File: src/rtl/bridge_pkg.sv
package bridge_pkg;

    typedef enum logic [1:0] {
        BR_NONE = 2'b00,
        BR_AND  = 2'b01,
        BR_OR   = 2'b10,
        BR_DOM  = 2'b11
    } bridge_kind_e;

    typedef struct packed {
        logic val_a;
        logic val_b;
    } bit_pair_t;

    // Value the shorted pair settles to.
    function automatic logic settle(bridge_kind_e k, bit_pair_t p, logic dom_b);
        logic r;
        case (k)
            BR_AND:  r = p.val_a & p.val_b;
            BR_OR:   r = p.val_a | p.val_b;
            BR_DOM:  r = dom_b ? p.val_b : p.val_a;
            default: r = p.val_a;
        endcase
        return r;
    endfunction

endpackage

File: src/rtl/hc_counter.sv
module hc_counter #(
    parameter int W = 4
) (
    input  logic         clk,
    input  logic         rst,
    input  logic         en,
    output logic [W-1:0] state
);
    always_ff @(posedge clk) begin
        if (rst)
            state <= '0;
        else if (en)
            state <= state + 1'b1;
    end
endmodule

File: src/rtl/hc_bridge.sv
module hc_bridge
    import bridge_pkg::*;
#(
    parameter int W  = 4,
    parameter int IW = 2
) (
    input  logic [W-1:0]  v_in,
    input  logic          inj_en,
    input  logic [IW-1:0] sel_a,
    input  logic [IW-1:0] sel_b,
    input  bridge_kind_e  kind,
    input  logic          dom_b,
    output logic [W-1:0]  v_out
);
    logic      active;
    bit_pair_t pair;
    logic      shorted;

    always_comb begin
        active = inj_en && (kind != BR_NONE) && (sel_a != sel_b)
                 && (int'(sel_a) < W) && (int'(sel_b) < W);
        pair    = '0;
        for (int i = 0; i < W; i++) begin
            if (int'(sel_a) == i) pair.val_a = v_in[i];
            if (int'(sel_b) == i) pair.val_b = v_in[i];
        end
        shorted = settle(kind, pair, dom_b);
    end

    for (genvar g = 0; g < W; g++) begin : g_bit
        always_comb begin
            if (active && ((int'(sel_a) == g) || (int'(sel_b) == g)))
                v_out[g] = shorted;
            else
                v_out[g] = v_in[g];
        end
    end
endmodule

File: src/rtl/hc_detect.sv
module hc_detect #(
    parameter int W = 4
) (
    input  logic         clk,
    input  logic         rst,
    input  logic         clr,
    input  logic [W-1:0] observed,
    input  logic [W-1:0] reference,
    output logic         differ,
    output logic         sticky
);
    assign differ = (observed != reference);

    always_ff @(posedge clk) begin
        if (rst || clr)
            sticky <= 1'b0;
        else if (differ)
            sticky <= 1'b1;
    end
endmodule

File: src/rtl/bridge_harness.sv
module bridge_harness
    import bridge_pkg::*;
#(
    parameter int W  = 4,
    parameter int IW = (W > 1) ? $clog2(W) : 1
) (
    input  logic          clk,
    input  logic          rst,
    input  logic          cnt_en,
    input  logic          inj_en,
    input  logic [IW-1:0] sel_a,
    input  logic [IW-1:0] sel_b,
    input  logic [1:0]    kind,
    input  logic          dom_b,
    input  logic          clr_det,
    output logic [W-1:0]  count_faulty,
    output logic [W-1:0]  count_golden,
    output logic          mismatch,
    output logic          detected
);
    logic [W-1:0] cnt_q;

    hc_counter #(.W(W)) u_cnt (
        .clk   (clk),
        .rst   (rst),
        .en    (cnt_en),
        .state (cnt_q)
    );

    hc_bridge #(.W(W), .IW(IW)) u_short (
        .v_in   (cnt_q),
        .inj_en (inj_en),
        .sel_a  (sel_a),
        .sel_b  (sel_b),
        .kind   (bridge_kind_e'(kind)),
        .dom_b  (dom_b),
        .v_out  (count_faulty)
    );

    hc_detect #(.W(W)) u_det (
        .clk       (clk),
        .rst       (rst),
        .clr       (clr_det),
        .observed  (count_faulty),
        .reference (cnt_q),
        .differ    (mismatch),
        .sticky    (detected)
    );

    assign count_golden = cnt_q;
endmodule

File: config.mk
export PLATFORM = sky130hd
export DESIGN_NAME = bridge_harness
export DESIGN_NICKNAME = d
export VERILOG_FILES = /design/src/rtl/bridge_pkg.sv /design/src/rtl/hc_counter.sv /design/src/rtl/hc_bridge.sv /design/src/rtl/hc_detect.sv /design/src/rtl/bridge_harness.sv
export SDC_FILE = /design/constraint.sdc
export NUM_CORES = 1
export LEC_CHECK = 0
export CAP_MARGIN = 20
export CORE_AREA = 2 2 39 41
export CTS_BUF_LIST = sky130_fd_sc_hd__clkbuf_4
export CTS_CLUSTER_SIZE = 12
export DETAILED_ROUTE_END_ITERATION = 6
export DIE_AREA = 0 0 41 43
export GPL_TIMING_DRIVEN = 0
export HOLD_SLACK_MARGIN = 0.08
export PLACE_DENSITY_LB_ADDON = 0.25
export SYNTH_ARGS = -nofsm -noshare
export SYNTH_HDL_FRONTEND = slang
export SYNTH_HIERARCHICAL = 1
export SYNTH_SLANG_ARGS = --single-unit
File: constraint.sdc
create_clock -name clk -period 4 [get_ports clk]
set_clock_uncertainty 0.05 [all_clocks]
set_input_delay 0.8 -clock clk [delete_from_list [all_inputs] [get_ports clk]]
set_output_delay 0.8 -clock clk [all_outputs]
set_load 0.02 [all_outputs]
# ---- After elaboration in Yosys (flattened, before gate mapping)
# Index checks and enable logic that the tools add are counted.
dict set report op_classes {
  add_sub_neg 1
  reduce_logical 14
  muxes 14
  eq_ne 11
  n_bitwise 2
}
# operator n
set ops {}
lappend ops {{2-to-1 mux 1 bit} 13}
lappend ops {{equality test 2 bit (second input constant)} 6}
lappend ops {{equality test 2 x 1 -> 1 bit (second input constant)} 3}
lappend ops {{logical AND 1 bit} 6}
lappend ops {{logical OR 1 bit} 5}
lappend ops {{adder 4 x 1 -> 4 bit (second input constant)} 1}
lappend ops {{logical NOT 2 bit} 2}
lappend ops {{inequality test 4 bit} 1}
lappend ops {{one-hot mux 1 bit (3 select lines)} 1}
lappend ops {{inequality test 2 bit} 1}
lappend ops {{nonzero test 2 bit} 1}
lappend ops {{bitwise AND 1 bit} 1}
lappend ops {{bitwise OR 1 bit} 1}
dict set report word_totals {
  elab_cells 44
  output_inout_bits 10
  inputBits 12
  ff_bits 5
}

# ---- Longest topological paths before layout
dict set report logic_depth {
  ltp_word 9
  depth_mapped 7
  depth_no_buf 7
}

# ---- By module
# Netlist, hierarchy kept.
# mod cells_per_inst instances seq_area_each_um2 area_per_inst_um2
set by_module_without_submodules {}
lappend by_module_without_submodules {hc_bridge 29 1 0.0 231.5}
lappend by_module_without_submodules {hc_counter 16 1 80.1 178.9}
lappend by_module_without_submodules {hc_detect 8 1 20.0 72.6}

# ---- Worst setup path before layout
# No wires, ideal clock.
dict set report synth_timing {
  kind {input to output}
  startpoint {in sel_b[0]}
  endpoint {out mismatch}
  slack_ns 0.762
  cell_stages 6
  n_path_buf 0
  required_time_ns 3.150
  arrival_ns 2.388
  cell_sequence {mux4_1 -> mux2i_1 -> a221oi_2 -> mux2_2 -> xnor2_1 -> nand4_1}
}
dict set report synth_between {
  elab_chain_len 9
  word_cells_on_any_way 27
  classes_between {eq/ne (5); mux (10); bitwise (2); reduce/logical (10)}
}
# element line_no
set synth_lines {}
lappend synth_lines {{start: declaration} bridge_harness.sv:12} ;# input logic [IW-1:0] sel_b,
lappend synth_lines {{logical NOT 2 bit} hc_bridge.sv:25} ;# if (int'(sel_b) == i) pair.val_b = v_in[i];
lappend synth_lines {{2-to-1 mux 1 bit (4 in a row)} hc_bridge.sv:25}
lappend synth_lines {{2-to-1 mux 1 bit (tied with other cells)} bridge_pkg.sv:21} ;# BR_DOM: r = dom_b ? p.val_b : p.val_a;
lappend synth_lines {{one-hot mux 1 bit (3 select lines)} bridge_pkg.sv:18} ;# case (k)
lappend synth_lines {{2-to-1 mux 1 bit *} hc_bridge.sv:32} ;# if (active && ((int'(sel_a) == g) || (int'(sel_b) == g)))
lappend synth_lines {{via count_faulty[2]} bridge_harness.sv:16} ;# output logic [W-1:0] count_faulty,
lappend synth_lines {{inequality test 4 bit *} hc_detect.sv:12} ;# assign differ = (observed != reference);
lappend synth_lines {{end: declaration} bridge_harness.sv:18} ;# output logic mismatch,
# Mark *: on every way through the listed nets, which the timed path passes. The rest lies on a longest branch.

# ---- Worst setup path in the final report
dict set report layout_timing {
  startpoint {in sel_a[0]}
  endpoint {out count_faulty[3]}
}
dict set report layout_between {
  elab_chain_len 8
  word_cells_on_any_way 17
  classes_between {eq/ne (4); mux (7); bitwise (2); reduce/logical (4)}
}
# element line_no
set layout_lines {}
lappend layout_lines {{start: declaration} bridge_harness.sv:11} ;# input logic [IW-1:0] sel_a,
lappend layout_lines {{logical NOT 2 bit} hc_bridge.sv:24} ;# if (int'(sel_a) == i) pair.val_a = v_in[i];
lappend layout_lines {{2-to-1 mux 1 bit (4 in a row)} hc_bridge.sv:24}
lappend layout_lines {{2-to-1 mux 1 bit (tied with other cells)} bridge_pkg.sv:21}
lappend layout_lines {{one-hot mux 1 bit (3 select lines)} bridge_pkg.sv:18}
lappend layout_lines {{2-to-1 mux 1 bit *} hc_bridge.sv:32}
lappend layout_lines {{end: declaration} bridge_harness.sv:16}
# Mark *: on every way between the ends. The rest lies on a longest branch, timed or not.

==> results.json <==
{
  "synth_compound_area_frac": 0.0984,
  "critPathKind": "primary input to output pin",
  "worstPathMaxFanout": 5,
  "drt_iter0_markers": 0,
  "setup_viol": 0,
  "crit_start": "sel_a[0]",
  "synth_nets": 66,
  "wl_um": 1080,
  "placed_area_um2": 713,
  "core_area_um2": 1380,
  "r2r-end": "u_det/sticky",
  "grt_use_met2": 0.266,
  "antennaDiodeCount": 0,
  "p_sw_frac": 0.305,
  "synthMuxAreaShare": 0.267,
  "fin_nets": 92,
  "power_frac_comb": 0.373,
  "cp-start-kind": "primary input",
  "dieArea_um2": 1760,
  "cts_setup_buffers": 0,
  "min_period_ns": 3.89,
  "synth_fa_ha_area_frac": 0.0259,
  "fin_hold_ws_ns": 0.434,
  "synthXorXnorAreaFrac": 0.163,
  "top_usage_layer": "met2",
  "yosys.area.top_type": "dfxtp_1",
  "gr-total-overflow": 0,
  "seqCellArea_um2": 100,
  "die-width_um": 41,
  "max_freq_mhz": 257,
  "cts_tree": "yes",
  "pwr-share-clk": 0.323,
  "hold_depth": 1,
  "period_share": 0.973,
  "powerDensity_nw_per_um2": 267,
  "synth_cell_types": 22,
  "crit-reg2reg-launch": "u_cnt/state[0]",
  "use_met3": 0.0157,
  "ys_ff_latch": 5,
  "clk_latency_ns": 0.23,
  "port_buffers": 21,
  "multi_input_area_um2": 372,
  "p_seq_frac": 0.304,
  "h-tree-depth": 1,
  "critPathArrivalTime_ns": 3.04,
  "crit_path_top_delay_cell": "clkdlybuf4s50_1",
  "remaining_drc_errors": 0,
  "area_growth_pct": 52.6,
  "ys_warn_count": 6,
  "crit_chain": "clkdlybuf4s50_1 > mux4_2 > mux2i_1 > a221oi_2 > mux2_2 > clkdlybuf4s50_1",
  "drive_above_1_share": 0.192,
  "tightest_slew_ns": 0.387,
  "clock_path_buffers": 2,
  "drv_cap": 0,
  "internal-power_mw": 0.137,
  "grt_pass1_vias": 461,
  "gp_congestion": 0.621,
  "netlist_area_um2": 483,
  "grt_pass1_wl_um": 1770,
  "ys_seq_area_frac": 0.207,
  "synth_area_per_cell_um2": 9.11,
  "slew-limit-headroom": 0.739,
  "die_h_um": 43,
  "grt_use_met1": 0.150,
  "vias": 456,
  "clk_pin_slew_worst_paths_ns": 0.04,
  "drt-vias-per-instance": 4.85,
  "grt_use_total": 0.144,
  "synthTopCellsByArea": "dfxtp_1, xnor2_1, mux2_2, nor2_1, mux4_1",
  "status": "complete, no violations",
  "switchingPower_mw": 0.0600,
  "drtPass1Iterations": 1,
  "slowest_delay_ns": 0.56,
  "reg2reg_slack_ns": 1.82,
  "hold_violations": 0,
  "clock-sinks": 5,
  "start_util": 0.349,
  "min_to": "u_det/sticky",
  "ir_drop_mv": 0.179,
  "hold_buffers": 0,
  "p_leak_nw": 0.298,
  "synth-simple-area-share": 0.223,
  "root_buffer": "clkbuf_4",
  "cp_common_cell": "clkdlybuf4s50_1",
  "drv_slew": 0,
  "final_cell_area_um2": 737,
  "r2r_cells": 7,
  "synth_top_area_frac": 0.207,
  "ant_nets": 0,
  "synth_top_family_by_area": "multiplexers",
  "grt_antenna_before_repair": 0,
  "grt_max_degree": 9,
  "crit_required_ns": 3.15,
  "wl_per_cell_um": 11.4,
  "endpoint_kind": "output pin",
  "hp-class": "flop to flop",
  "rsz0062_at_grt": "false",
  "cts_buffers": 3,
  "io_pins": 22,
  "core.rowCount": 14,
  "fillers": 150,
  "syn_inst": 53,
  "min_from": "u_det/sticky"
}
==> stage by stage <==
step                       util  power, mW  setup slack (ns)  std cells  setup TNS (ns)
after CTS                 0.533      0.201            0.0142         94               0
after floorplan               -      0.100             0.762         53               0
final                     0.533      0.197             0.109         94               0
after global routing      0.533      0.208            0.0261         94               0
after detailed placement  0.515      0.137            -0.294         90          -0.294
after global placement    0.515      0.136            -0.273         90          -0.273
==> cells in the final DEF, fill, tap and decap left out, types with 2 or more instances in the layout <==
cell type	n
inv_1	2
mux2_2	4
mux2i_1	2
xnor2_1	9
clkdlybuf4s50_1	19
clkbuf_4	4
nand2_1	2
mux4_2	2
dfxtp_1	5
nor2b_1	4
nor2_1	11
==> state kept, by name (all words and copies together) (netlist names) <==
name and flops:
u_cnt/state 4, u_det/sticky 1
==> Yosys cell counts <==
master and count:
nor2_1 11, nand4_1 1, nor2b_1 4, xnor2_1 9, mux2i_1 2, mux4_2 1, o21ai_1 1, o21ai_0 1
mux4_1 1, mux2_4 1, nand2_1 2, a21bo_2 1, o21a_1 1, dfxtp_1 5, nand3b_1 1, and2b_1 1
a221oi_2 1, mux2_2 4, nand4_2 1, ha_1 1, a21oi_1 1, inv_1 2
==> routing by layer <==
layer | share of wire | vias to the layer above | wire length (µm)
met2 | 0.52 | 12 | 559
met4 | 0 | 0 | 0
met3 | 0.044 | 0 | 47
li1 | - | 236 | -
met5 | 0 | - | 0
met1 | 0.44 | 208 | 469
==> layout make-up <==
| type | instances | area share |
|---|---|---|
| tap | 16 | 0.0272 |
| inverter | 2 | 0.0102 |
| multi-input combinational | 46 | 0.504 |
| sequential | 5 | 0.136 |
| timing repair buffer | 21 | 0.282 |
| clock buffer | 4 | 0.0407 |
==> worst max path at each step <==
stage | endpoint | slack [ns] | depth (start not counted)
2_1_floorplan | mismatch | 0.76 | 6
3_3_place_gp | mismatch | -0.27 | 8
3_5_place_dp | mismatch | -0.29 | 8
4_1_cts | mismatch | 0.01 | 8
5_1_grt | count_faulty[0] | 0.03 | 6
6_report | count_faulty[3] | 0.11 | 6
==> power by group through the flow <==
stage	clock [mW]	combinational [mW]	sequential, mW
final	0.0636	0.0734	0.0599
after floorplan	0	0.0376	0.0629
after global routing	0.0674	0.0799	0.0608
after detailed placement	0	0.0767	0.0606
after global placement	0	0.0758	0.0602
after CTS	0.0664	0.0749	0.0599
==> what timing repair did <==
| action | 4_1_cts | 5_1_grt |
|---|---|---|
| resized for setup | 2 | 3 |
| cloned | 0 | 0 |
| hold endpoints to repair | 0 | 0 |
| endpoints found under the setup margin | 1 | 2 |
==> logic make-up after synthesis <==
| logic type | after synthesis |
|---|---|
| AND/OR/NAND/NOR | 21 |
| buffers and inverters | 2 |
| AO/OA/AOI/OAI | 6 |
| flip-flops | 5 |
| XOR/XNOR | 9 |
| multiplexers | 9 |
| adder cells (fa/ha/maj) | 1 |
==> worst max-delay path: cells and delay by family <==
kind	cells	cell delay, ns
buffers and inverters	2	1.10
multiplexers	3	1.02
AO/OA/AOI/OAI	1	0.12
Power figures use the tool's default switching activity.
